$ cat src/rtl/ackpoll_master.sv
module ackpoll_master #(
  parameter int LOW_CYC = 600,
  parameter int HIGH_CYC = 520,
  parameter int MAX_TRIES = 255,
  parameter logic [6:0] DEV_CODE = 7'b1010000
) (
  input  logic clk,
  input  logic rst_n,
  input  logic start_poll,
  input  logic release_bus,
  input  logic sda_in,
  output logic scl_oe,
  output logic sda_oe,
  output logic busy,
  output logic ready,
  output logic timeout,
  output logic bus_held
);

  localparam int PH_MAX = (LOW_CYC > HIGH_CYC) ? LOW_CYC : HIGH_CYC;
  localparam int CW = $clog2(PH_MAX + 1);
  localparam int TW = $clog2(MAX_TRIES + 1);
  localparam logic [CW-1:0] LO_LAST = CW'(LOW_CYC - 1);
  localparam logic [CW-1:0] HI_LAST = CW'(HIGH_CYC - 1);
  localparam logic [TW-1:0] TRY_LAST = TW'(MAX_TRIES - 1);
  localparam logic [7:0] CTRL = {DEV_CODE, 1'b0};

  typedef enum logic [2:0] {
    S_IDLE, S_GAP, S_START, S_LO, S_HI, S_TAIL, S_STOP, S_HOLD
  } st_t;

  st_t st;
  logic [CW-1:0] cnt;
  logic [3:0] bitn;
  logic [TW-1:0] tries;
  logic again, quit;

  function automatic logic drv(input logic [3:0] k);
    if (k >= 4'd8) return 1'b0;
    return !CTRL[3'(4'd7 - k)];
  endfunction

  wire long_ph = (st == S_GAP) || (st == S_LO) || (st == S_TAIL);
  wire ph_end = long_ph ? (cnt == LO_LAST) : (cnt == HI_LAST);
  wire first = (cnt == '0);
  wire prev_bit = (bitn == 4'd0) ? 1'b1 : drv(bitn - 4'd1);

  assign scl_oe = (st == S_LO) || (st == S_TAIL) || (st == S_HOLD);
  assign bus_held = (st == S_HOLD);
  assign busy = (st == S_GAP) || (st == S_START) || (st == S_LO) || (st == S_HI) ||
                (((st == S_TAIL) || (st == S_STOP)) && (again || quit));

  always_comb begin
    case (st)
      S_START: sda_oe = 1'b1;
      S_LO:    sda_oe = first ? prev_bit : drv(bitn);
      S_HI:    sda_oe = drv(bitn);
      S_TAIL:  sda_oe = !first;
      S_STOP:  sda_oe = 1'b1;
      default: sda_oe = 1'b0;
    endcase
  end

  always_ff @(posedge clk or negedge rst_n) begin
    if (!rst_n) begin
      st <= S_IDLE;
      cnt <= '0;
      bitn <= 4'd0;
      tries <= '0;
      again <= 1'b0;
      quit <= 1'b0;
      ready <= 1'b0;
      timeout <= 1'b0;
    end else begin
      ready <= 1'b0;
      cnt <= ph_end ? '0 : cnt + 1'b1;
      case (st)
        S_IDLE: begin
          cnt <= '0;
          if (start_poll) begin
            st <= S_GAP;
            tries <= '0;
            timeout <= 1'b0;
            again <= 1'b0;
            quit <= 1'b0;
          end
        end
        S_GAP:   if (ph_end) st <= S_START;
        S_START: if (ph_end) begin st <= S_LO; bitn <= 4'd0; end
        S_LO:    if (ph_end) st <= S_HI;
        S_HI: begin
          if (ph_end) begin
            if (bitn != 4'd8) begin
              bitn <= bitn + 4'd1;
              st <= S_LO;
            end else if (!sda_in) begin
              st <= S_HOLD;
              ready <= 1'b1;
            end else begin
              st <= S_TAIL;
              again <= (tries != TRY_LAST);
              quit <= (tries == TRY_LAST);
              tries <= tries + 1'b1;
            end
          end
        end
        S_TAIL: if (ph_end) st <= S_STOP;
        S_STOP: begin
          if (ph_end) begin
            st <= again ? S_GAP : S_IDLE;
            if (quit) timeout <= 1'b1;
          end
        end
        S_HOLD: begin
          cnt <= '0;
          if (release_bus) begin
            st <= S_TAIL;
            again <= 1'b0;
            quit <= 1'b0;
          end
        end
        default: st <= S_IDLE;
      endcase
    end
  end


  sda_scl_skew_chk: assert property (@(posedge clk) disable iff (!rst_n)
    !$stable(scl_oe) |-> $stable(sda_oe));

  data_high_stable_chk: assert property (@(posedge clk) disable iff (!rst_n)
    (st == S_HI && $past(st) == S_HI) |-> $stable(sda_oe));

  ready_in_hold_chk: assert property (@(posedge clk) disable iff (!rst_n)
    ready |-> (bus_held && scl_oe && !sda_oe && !busy));

  timeout_end_chk: assert property (@(posedge clk) disable iff (!rst_n)
    $rose(timeout) |-> $fell(busy));

  hold_keep_chk: assert property (@(posedge clk) disable iff (!rst_n)
    (bus_held && !release_bus) |=> bus_held);

  ack_release_chk: assert property (@(posedge clk) disable iff (!rst_n)
    (st == S_HI && bitn == 4'd8) |-> !sda_oe);

endmodule

$ cat config.mk
export PLATFORM = sky130hd
export DESIGN_NAME = ackpoll_master
export DESIGN_NICKNAME = d
export VERILOG_FILES = /design/src/rtl/ackpoll_master.sv
export SDC_FILE = /design/constraint.sdc
export NUM_CORES = 1
export LEC_CHECK = 0
export BUFFER_PORTS_ARGS = -buffer_cell sky130_fd_sc_hd__buf_2
export CAP_MARGIN = 20
export CORE_MARGIN = 10
export CORE_UTILIZATION = 60
export CTS_CLUSTER_DIAMETER = 120
export DETAILED_ROUTE_END_ITERATION = 10
export PLACE_DENSITY = 0.87
export RECOVER_POWER = 100
export SYNTH_ARGS = -nofsm -noshare
export SYNTH_HDL_FRONTEND = slang
export SYNTH_SLANG_ARGS = --single-unit
$ cat constraint.sdc
create_clock -name clk -period 3.5 [get_ports clk]
set_input_delay 0.525 -clock clk [delete_from_list [all_inputs] [get_ports clk]]
set_output_delay 0.525 -clock clk [all_outputs]
set_load 0.01 [all_outputs]
==> impl_results.md <==
- Max Slew Vio Count: 30
- Core ar.: 3000 sq um
- Initial DRC count: approximately 160
- Post-layout min period: 2.72 ns
- Most common flop cell mapped by yosys: dfrtp_1
- Final setup TNS: 0 ns
- Ports: 11
- Peak Freq: 367 MHz
- Final setup vio count: 0
- Post-Syn Area: 1860 sq um
- RSZ-0062 raised after global routing: no
- CTS tree: done
- Die Span X: 75.6 um
- Worst slew pin tran: 1.54 ns
- Finished Layout Cells: 245
- Syn avg cell area: 9.06 sq um
- Count of input and output buffers: 10
- CP Data Required Time: 3.69 ns
- P_leak: 0.857 nW
- HPWL after DPL: 2860 um
- WP data arrival: just under 3 ns
- Share of post-route cells with drive strength above 1: 8.49%
- Placed Cells: ~240
- CP Max Fanout: 16
- Number of H-tree levels: 2
- CTS clk-pin slew, worst paths: 0.09 ns
- Num CTS Buffers: 5
- First drt pass iteration count: 4
- Fillers: 241
- Reg area: 726 sq um
- Mux cell area share after synthesis: 1.82%
- Final core utilization: 64.0%
- CTS sink count: 29
- Slowest CP cell: dfrtp_1
- Initial antenna violation count: 0
- Vias: 1518
- Die Y: approximately 76 um
- Initial core utilization: 61.8%
- Setup Fix Bufs, Post-CTS: 0
- Total grt overflow: 0
- Synth Net Count: 216
- CP Capture Type: register
- Total length of routed wires: 3900 um
- Final hold slack: 0.429 ns
- Post-Synth Simple-Gate Area: 30.8%
- Largest net degree at the start of global routing: 30
- Area of the multi-input gates: about 990 sq um
- Clk buf depth: 2
- Largest family of logic cells by synthesized area: simple AND/OR/NAND/NOR gates
- # nets final: 222
- Syn Inst Count: 205
- Netlist cell types: 49
- Seq/Total Area, Yosys: roughly 39%
- Area grow syn2layout: 3.50%
- Slowest stage delay, CP: 0.63 ns
- Vias in the first global route: roughly 1400
- CP startpoint kind: register
- Failing checks: capacitance limit, slew limit
- Total power: 867 uW
- Ys async rst share: between 90% and 100%
- Synth Area in Compound Gates: between 10% and 20%
- CTS Hold Bufs: 0
- Later-pin clock latency in the skew report: 0.33 ns
- Clock root cell: clkbuf_4
- Worst VDD drop: 0.000345 V
- Per-cell routed wire length: ~16 um
- Number of synthesized flops with an enable pin: 0
- DRT antenna net count: 0
- Hold crit path type: in2reg
- Seq cells post-synth: 29
- CP Buf/Inv Count: 0
- Gr usage total: 15.0%
- CP delay by family, top: compound AO/OA/AOI/OAI gates
- Worst path cell trace: a21boi_0 -> mux2i_1 -> nand2_1 -> o311ai_0 -> o41ai_1
- Routed vias/inst: 6.20
- Pwr dens: 451 nW/um^2
- Final clock skew: 0.0122 ns
- Run status: complete, but fails checks
- Maxcap violations: 1
- Final Hold Viols: 0
- CP Class: reg2reg
- Max-slew headroom: -2.41%
- XOR/XNOR Fraction of Synth Area: 4.25%
- DRC Markers: 0
- Gpl congestion: 0.839
- Post-CTS sizing: 0
- # diodes: 0
- Die area: between 5000 and 6000 sq um
- Tcrit/Tclk final: 77.8%
- Synth Warn #: 0
- Post-synthesis adder-cell area fraction: 4.58%
- Rows: 20
- First-pass GRT wire length: 6580 um
[cells in the final DEF (no fill, tap or decap), drive strengths merged, types with 8 or more instances in the layout]
cell type,netlist,final
o21ai,13,13
nand2,17,17
nor2,21,21
and3,8,8
a21oi,8,8
nor3,8,8
inv,9,9
nand3,13,13
dfrtp,29,29
clkbuf,4,14
[path summary, 6_finish.rpt]
| kind | to | startpoint | slack (ns) | cells after the start |
|---|---|---|---|---|
| worst max-delay path | tries[4] | st[0] | 0.78 | 5 |
| worst min-delay path | ready | sda_in | 0.43 | 2 |
| worst max register to register | tries[4] | st[0] | 0.78 | 5 |
| worst min register to register | cnt[0] | cnt[0] | 0.49 | 1 |
| max in group asynchronous | tries[4] | rst_n | 2.04 | 1 |
| min in group asynchronous | tries[1] | rst_n | 0.56 | 1 |
[synthesized netlist by cell type, types with 2 or more instances]
cell type	count	area [sq um]
nand4_1	5	31.3
o21ai_0	13	65.1
dfrtp_1	29	726
a211oi_1	2	15.0
or3_1	4	25.0
buf_6	2	22.5
nand2b_1	3	18.8
nor2_1	20	75.1
xnor2_1	3	26.3
or2_2	3	18.8
nand3_1	13	65.1
a311o_1	2	20.0
inv_1	9	33.8
xor2_1	6	52.6
o21a_1	3	22.5
ha_1	6	75.1
a21oi_1	8	40.0
and3_1	8	50.1
nand2_1	16	60.1
and2_1	4	25.0
clkbuf_1	4	15.0
buf_4	2	15.0
or3b_1	2	17.5
nor3_1	8	40.0
nor4_1	4	25.0
buf_2	3	15.0
[worst register-to-register path: cells and delay by family (launching register included)]
| kind | cells | cell delay (ns) |
|---|---|---|
| DFF | 1 | 0.63 |
| AOI/OAI and AO/OA | 3 | 1.01 |
| muxes | 1 | 0.62 |
| and+or+nand+nor | 1 | 0.33 |
[cell families after synthesis]
group,after synthesis
simple gates,100
buf+inv,20
mux,2
fa+ha+maj,7
compound gates,38
xor+xnor,9
flops,29
[cell type report]
cell class	count	share of cell area, %
repair buffers	10	2.15
clock inverters	1	1.56
multi-input cells	156	51.8
flip-flops and latches	29	37.8
clock buffers	7	2.86
inverters	9	1.76
well taps	33	2.15
[through the flow]
step / instance area, sq um / worst slack (ns)
CTS: 1970 / 0.961
detailed placement: 1880 / 1.19
floorplan: 1860 / 1.57
global route: 1920 / 0.590
global placement: 1880 / 1.29
finish: 1920 / 0.777
[where the power goes]
group | switching, mW | internal, mW | total [mW]
clock | 0.115 | 0.170 | 0.285
combinational | 0.0799 | 0.0656 | 0.146
sequential | 0.0583 | 0.378 | 0.437
total | 0.253 | 0.615 | 0.867
[sequential cells by signal, indices dropped and copies added (netlist names)]
register	count
cnt	10
bitn	4
timeout	1
again	1
quit	1
st	3
tries	8
ready	1
[layer usage]
metal	vias to the layer above	part of all wire (%)	GRT usage, %
met5	-	0	0
met4	0	1.6	5.57
met3	12	5.9	5.86
met2	41	45	22.7
met1	723	47	18.8
li1	742	-	-
(Power assumes the default switching activity.)
